`config.mk`:
```
export PLATFORM = sky130hd
export DESIGN_NAME = psw_unit
export DESIGN_NICKNAME = d
export VERILOG_FILES = /design/src/rtl/psw_pkg.sv /design/src/rtl/psw_load_check.sv /design/src/rtl/psw_branch_eval.sv /design/src/rtl/psw_addr_adv.sv /design/src/rtl/psw_unit.sv
export SDC_FILE = /design/constraint.sdc
export NUM_CORES = 1
export LEC_CHECK = 0
export ABC_AREA = 1
export CAP_MARGIN = 20
export CORE_AREA = 2 2 221 180
export DETAILED_ROUTE_END_ITERATION = 6
export DIE_AREA = 0 0 223 182
export PLACE_DENSITY = 0.59
export SKIP_CTS_REPAIR_TIMING = 1
export SYNTH_ARGS = -nofsm -noshare
export SYNTH_HDL_FRONTEND = slang
export SYNTH_HIERARCHICAL = 1
export SYNTH_SLANG_ARGS = --single-unit
```
`constraint.sdc`:
```
create_clock -name clk -period 2.8 [get_ports clk]
set_input_delay 0.7 -clock clk [delete_from_list [all_inputs] [get_ports clk]]
set_output_delay 0.7 -clock clk [all_outputs]
set_load 0.02 [all_outputs]
```
`src/rtl/psw_pkg.sv`:
```
package psw_pkg;
  localparam int PSW_W   = 128;
  localparam int SHORT_W = 64;
  localparam int IA_W    = 64;
  localparam int HDR_W   = 33;               // bits 0..32 shared by both layouts
  localparam int SA_W    = SHORT_W - HDR_W;  // compact address width (31)
  localparam int A24_W   = 24;
  localparam int A31_W   = 31;
  localparam int CC_N    = 4;

  // Leftmost-bit-0 positions mapped to vector indices of the full layout
  localparam int P_PER   = PSW_W - 1 - 1;
  localparam int P_DAT   = PSW_W - 1 - 5;
  localparam int P_IO    = PSW_W - 1 - 6;
  localparam int P_EXT   = PSW_W - 1 - 7;
  localparam int P_KEYH  = PSW_W - 1 - 8;
  localparam int P_KEYL  = PSW_W - 1 - 11;
  localparam int P_FMT   = PSW_W - 1 - 12;
  localparam int P_MCHK  = PSW_W - 1 - 13;
  localparam int P_WAIT  = PSW_W - 1 - 14;
  localparam int P_PROB  = PSW_W - 1 - 15;
  localparam int P_ASH   = PSW_W - 1 - 16;
  localparam int P_ASL   = PSW_W - 1 - 17;
  localparam int P_CCH   = PSW_W - 1 - 18;
  localparam int P_CCL   = PSW_W - 1 - 19;
  localparam int P_PMH   = PSW_W - 1 - 20;
  localparam int P_PML   = PSW_W - 1 - 23;
  localparam int P_EA    = PSW_W - 1 - 31;
  localparam int P_BA    = PSW_W - 1 - 32;

  // Same positions inside the 33-bit header
  localparam int H_R0    = HDR_W - 1 - 0;
  localparam int H_R2    = HDR_W - 1 - 2;
  localparam int H_R4    = HDR_W - 1 - 4;
  localparam int H_FMT   = HDR_W - 1 - 12;
  localparam int H_R24   = HDR_W - 1 - 24;
  localparam int H_R30   = HDR_W - 1 - 30;
  localparam int H_EA    = HDR_W - 1 - 31;
  localparam int H_BA    = HDR_W - 1 - 32;

  typedef enum logic [1:0] {
    AM_24 = 2'd0,
    AM_31 = 2'd1,
    AM_64 = 2'd2
  } amode_e;
endpackage

```
`src/rtl/psw_load_check.sv`:
```
module psw_load_check
  import psw_pkg::*;
(
  input  logic             fmt_long,
  input  logic [PSW_W-1:0] word,
  output logic             legal,
  output logic [PSW_W-1:0] image
);
  logic [SHORT_W-1:0] sw;
  logic [HDR_W-1:0]   hdr;
  logic [PSW_W-1:0]   img_s;
  logic               fmt_ok, res_ok, mode_ok, tail_ok;

  assign sw  = word[PSW_W-1 -: SHORT_W];
  assign hdr = fmt_long ? word[PSW_W-1 -: HDR_W] : sw[SHORT_W-1 -: HDR_W];

  always_comb begin
    img_s = '0;
    img_s[PSW_W-1 -: HDR_W] = sw[SHORT_W-1 -: HDR_W];
    img_s[P_FMT] = 1'b0;
    img_s[SA_W-1:0] = sw[SA_W-1:0];
  end

  assign fmt_ok  = fmt_long ? ~hdr[H_FMT] : hdr[H_FMT];
  assign res_ok  = ~hdr[H_R0] && (hdr[H_R2:H_R4] == '0) && (hdr[H_R24:H_R30] == '0);
  assign tail_ok = ~fmt_long || (word[PSW_W-1-HDR_W -: SA_W] == '0);
  assign mode_ok = ~(hdr[H_EA] & hdr[H_BA]);
  assign legal   = fmt_ok & res_ok & tail_ok & mode_ok;
  assign image   = fmt_long ? word : img_s;
endmodule

```
`src/rtl/psw_branch_eval.sv`:
```
module psw_branch_eval
  import psw_pkg::*;
(
  input  logic [1:0]      cc,
  input  logic [CC_N-1:0] mask,
  output logic            taken
);
  logic [1:0] idx;
  assign idx   = 2'(CC_N - 1) - cc;  // weight 8 selects code 0
  assign taken = mask[idx];
endmodule

```
`src/rtl/psw_addr_adv.sv`:
```
module psw_addr_adv
  import psw_pkg::*;
(
  input  logic [IA_W-1:0] ia,
  input  logic [1:0]      len,
  input  amode_e          mode,
  output logic [IA_W-1:0] next_ia
);
  logic [IA_W-1:0] sum;
  assign sum = ia + IA_W'({len, 1'b0});

  always_comb begin
    case (mode)
      AM_24:   next_ia = {{(IA_W-A24_W){1'b0}}, sum[A24_W-1:0]};
      AM_31:   next_ia = {{(IA_W-A31_W){1'b0}}, sum[A31_W-1:0]};
      default: next_ia = sum;
    endcase
  end
endmodule

```
`src/rtl/psw_unit.sv`:
```
module psw_unit
  import psw_pkg::*;
(
  input  logic             clk,
  input  logic             rst_n,
  input  logic             ld_en,
  input  logic             ld_long,
  input  logic [PSW_W-1:0] ld_word,
  input  logic             set_en,
  input  logic [1:0]       set_cc,
  input  logic [3:0]       set_pm,
  input  logic             adv_en,
  input  logic [1:0]       adv_len,
  input  logic [CC_N-1:0]  br_mask,
  output logic             br_taken,
  output logic             spec_err,
  output logic             priv_err,
  output logic [1:0]       cc,
  output logic [3:0]       prog_mask,
  output logic [3:0]       key,
  output logic [1:0]       addr_space,
  output logic             problem_st,
  output logic             wait_st,
  output logic             per_mask,
  output logic             dat_mode,
  output logic             io_mask,
  output logic             ext_mask,
  output logic             mchk_mask,
  output logic [1:0]       amode,
  output logic [IA_W-1:0]  instr_addr,
  output logic [PSW_W-1:0] psw_out,
  output logic [PSW_W-1:0] ext_word,
  output logic             ext_is_long
);
  logic [PSW_W-1:0] psw_q, psw_d, ld_image;
  logic             ld_legal, psw_ce;
  logic             spec_q, spec_d, priv_q, priv_d;
  logic [IA_W-1:0]  ia_next;
  amode_e           mode;
  logic [SHORT_W-1:0] short_w;

  psw_load_check u_chk (
    .fmt_long (ld_long),
    .word     (ld_word),
    .legal    (ld_legal),
    .image    (ld_image)
  );

  psw_branch_eval u_br (
    .cc    (psw_q[P_CCH:P_CCL]),
    .mask  (br_mask),
    .taken (br_taken)
  );

  psw_addr_adv u_adv (
    .ia      (psw_q[IA_W-1:0]),
    .len     (adv_len),
    .mode    (mode),
    .next_ia (ia_next)
  );

  always_comb begin
    if (psw_q[P_EA])      mode = AM_64;
    else if (psw_q[P_BA]) mode = AM_31;
    else                  mode = AM_24;
  end

  // next-state
  always_comb begin
    psw_d  = psw_q;
    spec_d = 1'b0;
    priv_d = 1'b0;
    if (ld_en) begin
      if (psw_q[P_PROB])  priv_d = 1'b1;
      else if (!ld_legal) spec_d = 1'b1;
      else                psw_d  = ld_image;
    end else begin
      if (set_en) begin
        psw_d[P_CCH:P_CCL] = set_cc;
        psw_d[P_PMH:P_PML] = set_pm;
      end
      if (adv_en) psw_d[IA_W-1:0] = ia_next;
    end
  end

  assign psw_ce = ld_en | set_en | adv_en;

  always_ff @(posedge clk or negedge rst_n) begin
    if (!rst_n) begin
      psw_q <= '0;
    end else if (psw_ce) begin
      psw_q <= psw_d;
    end
  end

  always_ff @(posedge clk or negedge rst_n) begin
    if (!rst_n) begin
      spec_q <= 1'b0;
      priv_q <= 1'b0;
    end else begin
      spec_q <= spec_d;
      priv_q <= priv_d;
    end
  end

  always_comb begin
    short_w = {psw_q[PSW_W-1 -: HDR_W], psw_q[SA_W-1:0]};
    short_w[P_FMT-(PSW_W-SHORT_W)] = 1'b1;
  end

  assign ext_is_long = (mode == AM_64);
  assign ext_word    = ext_is_long ? psw_q : {short_w, {(PSW_W-SHORT_W){1'b0}}};

  assign spec_err   = spec_q;
  assign priv_err   = priv_q;
  assign cc         = psw_q[P_CCH:P_CCL];
  assign prog_mask  = psw_q[P_PMH:P_PML];
  assign key        = psw_q[P_KEYH:P_KEYL];
  assign addr_space = psw_q[P_ASH:P_ASL];
  assign problem_st = psw_q[P_PROB];
  assign wait_st    = psw_q[P_WAIT];
  assign per_mask   = psw_q[P_PER];
  assign dat_mode   = psw_q[P_DAT];
  assign io_mask    = psw_q[P_IO];
  assign ext_mask   = psw_q[P_EXT];
  assign mchk_mask  = psw_q[P_MCHK];
  assign amode      = mode;
  assign instr_addr = psw_q[IA_W-1:0];
  assign psw_out    = psw_q;
endmodule

```
Word level (Yosys, flattened, before mapping)
Cells that the tools add are included.
{"block": "classes", "add_sub_neg": 2, "magnitude_cmp": 1, "eq_ne": 4, "n_mux": 19, "bitwise_logic": 11, "reduce_logical": 13}
{"operator": "two-way mux 116 bit", "n": 2}
{"operator": "two-way mux 113 bit", "n": 2}
{"operator": "two-way mux 64 bit", "n": 2}
{"operator": "case mux 64 bit (2 select lines)", "n": 1}
{"operator": "adder 64 x 3 -> 64 bit", "n": 1}
{"operator": "zero test 31 bit", "n": 1}
{"operator": "two-way mux 6 bit", "n": 2}
{"operator": "AND reduction 4 bit", "n": 3}
{"operator": "two-way mux 1 bit", "n": 8}
{"operator": "zero test 7 bit", "n": 1}
{"operator": "NOT 1 bit", "n": 5}
{"operator": "AND 1 bit", "n": 4}
{"operator": "nonzero test 2 bit", "n": 2}
{"operator": "zero test 3 bit", "n": 1}
{"operator": "< comparator 2 x 3 -> 1 bit, second input constant", "n": 1}
{"operator": "binary-select mux 1 bit (select 2 bit)", "n": 1}
{"operator": "== test 2 x 1 -> 1 bit, second input constant", "n": 1}
{"operator": "== test 2 bit, second input constant", "n": 1}
{"operator": "logical AND 1 bit", "n": 2}
{"operator": "zero test 2 bit", "n": 1}
{"operator": "two-way mux 2 bit", "n": 1}
{"operator": "inequality test 2 x 1 -> 1 bit, second input constant", "n": 1}
{"operator": "inequality test 2 bit, second input constant", "n": 1}
{"operator": "OR 1 bit", "n": 2}
{"operator": "other kinds (3)", "n": 3}
{"block": "totals", "ff_bits": 130, "input_bits": 146, "output_inout_bits": 345, "elab_cells": 56}

Longest topological paths before layout
{"block": "depth", "ltp_word": 9, "ltp_mapped": 15, "ltp_nobuf": 15}

Cells and area by module
Netlist, hierarchy kept.
{"mod": "psw_unit", "instances": 1, "cells_each": 1073, "area_per_inst_um2": 7767.4, "seq_area_each_um2": 3253.1}
{"mod": "psw_addr_adv", "instances": 1, "cells_each": 487, "area_per_inst_um2": 2224.6, "seq_area_each_um2": 0.0}
{"mod": "psw_load_check", "instances": 1, "cells_each": 310, "area_per_inst_um2": 1337.5, "seq_area_each_um2": 0.0}
{"mod": "psw_branch_eval", "instances": 1, "cells_each": 13, "area_per_inst_um2": 51.3, "seq_area_each_um2": 0.0}

Least setup slack after synthesis
OpenSTA, ideal clock, no wires.
{"block": "synth_path", "path_type": "input-to-reg", "start": "input port adv_len[0]", "end": "register psw_q[41] (netlist: psw_out[41])", "setup_ps": 125, "t_arrival_ps": 2225, "t_required_ps": 2675, "slack_ps": 450, "cell_stages": 13, "n_path_buf": 0, "cell_sequence": "ha_1 > fa_1 > nand3_1 > inv_1 > nand2_1 > inv_1 > nand3_1 > xor2_1 > nor2_1 > inv_1 > nor2_1 > nand2_1 > nand3_1"}
{"block": "synth_between", "elab_chain_len": 4}
{"item": "start: declaration", "line": "psw_unit.sv:13", "rtl": "input logic [1:0] adv_len,"}
{"item": "adder 64 x 3 -> 64 bit", "line": "psw_addr_adv.sv:10", "rtl": "assign sum = ia + IA_W'({len, 1'b0});"}
{"item": "case mux 64 bit (2 select lines)", "line": "psw_addr_adv.sv:13", "rtl": "case (mode)"}
{"item": "named net ia_next[41]", "line": "psw_unit.sv:38", "rtl": "logic [IA_W-1:0] ia_next;"}
{"item": "two-way mux 64 bit", "line": "psw_unit.sv:82", "rtl": "if (adv_en) psw_d[IA_W-1:0] = ia_next;"}
{"item": "two-way mux 64 bit", "line": "psw_unit.sv:73", "rtl": "if (ld_en) begin"}
{"item": "end signal: assignment", "line": "psw_unit.sv:92", "rtl": "psw_q <= psw_d;"}
{"item": "end: declaration", "line": "psw_unit.sv:35", "rtl": "logic [PSW_W-1:0] psw_q, psw_d, ld_image;"}
The timed path passes the listed nets, and every way through them passes these cells. The select of a mux whose other input is x is not followed.
A chain may end at the register's enable or synchronous reset.

Worst setup path after layout
{"block": "layout_path", "start": "register psw_q[96] (netlist: psw_out[96])", "end": "output port ext_word[0]"}
{"block": "layout_between", "elab_chain_len": 3}
{"item": "two-way mux 2 bit", "line": "psw_unit.sv:63", "rtl": "if (psw_q[P_EA]) mode = AM_64;"}
{"item": "== test 2 bit", "line": "psw_unit.sv:111", "rtl": "assign ext_is_long = (mode == AM_64);"}
{"item": "two-way mux 116 bit", "line": "psw_unit.sv:112", "rtl": "assign ext_word = ext_is_long ? psw_q : {short_w, {(PSW_W-SHORT_W){1'b0}}};"}
{"item": "end: declaration", "line": "psw_unit.sv:32", "rtl": "output logic [PSW_W-1:0] ext_word,"}
Every way passes these cells.

==> results by group <==
Detailed routing
  – DR iter-0 viols: around 1.1k
  – DR DRC count: 0
  – Routed len/inst: 18.1 um
  – Via density: 4.56
  – Pre-Repair DR Iteration Count: 5
  – WL final: between 50000 and 60000 um
  – Routed Antenna Nets: 0
  – Via count: 12.7k

Clock tree
  – Clk Latency, worst-skew pair: 440 ps
  – CTS root buf: clkbuf_16
  – Clk slew on worst S/H paths: approximately 70 ps
  – CTS tree: built
  – Clock net sink count: 130
  – Clock Tree Buf Depth: 2
  – CTS Buf Count: 17
  – H-tree levels: 4

Global routing
  – First-pass GRT wire length: 75200 um
  – GRT overflow: 0
  – Antenna violations before repair: 1
  – Gr usage total: 0.242
  – Largest net degree at the start of global routing: a little under 100
  – Vias in the first global route: about 12k

Floorplan
  – Die area: 40600 um^2
  – Num ports: 491
  – Core area: about 39000 um^2
  – FP Rows: 65
  – Die height: 182 um
  – Initial Utilization: 0.295
  – Chip width: 223 um

Worst setup path
  – Arrival time worst endpoint: 2030 ps
  – Reg-to-reg slack, setup: 260 ps
  – Setup crit end kind: primary output
  – Crit Path Category: reg -> out
  – Reg-to-Reg End: psw_out[21]$_DFFE_PN0P_
  – Max FO, Critical Path: 21
  – CP startpoint: psw_out[96]$_DFFE_PN0P_
  – Crit path launch type: flip-flop
  – Worst Path Buf+Inv: 5
  – Family with the most delay on the worst path: buffers and inverters
  – Most frequent CP cell: buf_12
  – Req. time, crit path: 2100 ps
  – R2R Path Start: psw_out[13]$_DFFE_PN0P_
  – Reg2reg path depth: 11
  – Number of cells on the critical path: 6
  – Slowest library cell on the worst path: clkdlybuf4s50_1
  – Cells along the critical path: buf_12 > buf_12 > clkbuf_16 > nand2_1 > inv_1 > clkdlybuf4s50_1
  – Crit-path max cell delay: ~540 ps
  – CP endpoint: ext_word[0]

Cells and area
  – Layout Cells excl Fill: 2776
  – Share of cells above drive strength 1: 0.0800
  – Footprint of the multi-input gates: 5630 um^2
  – Fill count: just over 4k
  – Diode count: 0
  – Reg area: 3260 um^2
  – Area growth, synth to finish: 49.2%
  – Final nets: 2411
  – Core Util, Final: 0.439
  – Commonest cells after routing, fill and taps aside: nand2_1, clkdlybuf4s50_1, inv_1, nor2_1, nand3_1
  – Commonest non-fill, non-tap cell in the layout: nand2_1

Placement
  – Detail Placement HPWL: 38000 um
  – RD Place Congestion: 0.943
  – # port buffers: 490
  – Placed cells: approximately 2.7k

Flow run
  – Max-cap violations: 0

Logic synthesis
  – Synth area leaders: dfrtp_1, nand2_1, buf_4
  – Ys Warns: 6
  – Predominant post-synthesis flop cell: dfrtp_1
  – EDFF count, synth: 0
  – Mapped Cells: about 1.9k
  – Yosys cell types: 35
  – Syn_nets: ~2.0k
  – Synth Register Bits: 130
  – Share of synthesized registers carrying an async set or reset: 1.00
  – Seq/Total Area, Yosys: 0.286
  – Cell taking the most area after synthesis: dfrtp_1
  – Mapped cell area: 11400 um^2
  – Share of the synthesized area in the top cell type: 0.286
  – Post-Syn Area per Cell: roughly 6.0 um^2

Pwr
  – Total power: 0.00518 W
  – Power per cell area: a little over 300 nW/um^2
  – Maximum vdd drop: 378 uV
  – Leak: 8.71 nW

STA
  – Setup Skew: 13.8 ps
  – Setup violators final: 0
  – Slew Limit Headroom: 0.321
  – Fin Hold WS: between 200 and 250 ps
  – Final slew viol count: 0
  – Final Hold Viols: 0
  – Final Critical Period: 2730 ps
  – Unrepaired setup endpoints after global routing: no
  – Crit share post-route: 0.975
  – Fmax: 366 MHz
  – Worst slew pin tran: 1020 ps
  – Setup TNS: 0 ps

Hold path
  – Hold Path Class: in -> async

Status
  – Status: finished clean
==> worst min-delay path by stage <==
stage	from	to	slack (ps)
after floorplan	rst_n	priv_err$_DFF_PN0_	400
after global placement	psw_out[66]$_DFFE_PN0P_	psw_out[66]$_DFFE_PN0P_	490
after detailed placement	psw_out[71]$_DFFE_PN0P_	psw_out[71]$_DFFE_PN0P_	490
after CTS	rst_n	psw_out[105]$_DFFE_PN0P_	270
after global routing	rst_n	psw_out[106]$_DFFE_PN0P_	270
final	rst_n	psw_out[105]$_DFFE_PN0P_	240
==> metal layers <==
metal  part of all wire  vias to the layer above  GRT usage
li1                   -                     6249          -
met2               0.46                      457      0.390
met5            0.00026                        -          0
met3              0.063                       40     0.0390
met1               0.47                     5916      0.342
met4              0.011                        2     0.0443
==> state kept, by name, indices dropped and copies added (netlist names) <==
| register | count |
|---|---|
| psw_out | 128 |
| spec_err | 1 |
| priv_err | 1 |
==> cell usage after synthesis (2+ instances only) <==
cell / n
mux2_2: 31
buf_2: 52
nor3_1: 4
nand2_2: 2
nor2_4: 2
nand3_1: 179
buf_6: 2
nand2_1: 724
dfrtp_1: 130
xor2_1: 25
ha_1: 3
xnor2_1: 13
buf_4: 169
and2_1: 6
nor2_2: 4
clkbuf_1: 4
inv_1: 248
o21bai_1: 5
nand4_1: 8
o21ai_0: 6
inv_2: 2
a21oi_1: 6
nor2_1: 246
==> logic make-up after synthesis <==
| family | share of synthesized area |
|---|---|
| muxes | 0.0307 |
| xor gates and xnor gates | 0.0292 |
| AOI/OAI and AO/OA | 0.0101 |
| DFF | 0.286 |
| buffers and inverters | 0.221 |
| and+or+nand+nor | 0.418 |
| adders and majority gates | 0.00506 |
==> where the power goes <==
part	leakage [nW]	switching, W	total (W)	internal, W
sequential	1.79	0.0000398	0.00194	0.00190
clock	0.289	0.00103	0.00245	0.00142
combinational	6.63	0.000398	0.000797	0.000399
==> layout make-up <==
cell class | instances | share of cell area
Multi-Input combinational cell | 1274 | 0.332
Inverter | 251 | 0.0556
Clock inverter | 14 | 0.0107
Clock buffer | 18 | 0.0253
Sequential cell | 130 | 0.192
Timing Repair Buffer | 587 | 0.348
Tap cell | 502 | 0.0370
==> stage by stage <==
stage,cell area [um^2],setup slack (ps)
floorplan,11400,450
global placement,16200,-184
detailed placement,16200,-214
CTS,16800,-98.5
global route,17000,2.05
finish,17000,70.9
No activity file was read; power rests on OpenSTA's default activity.
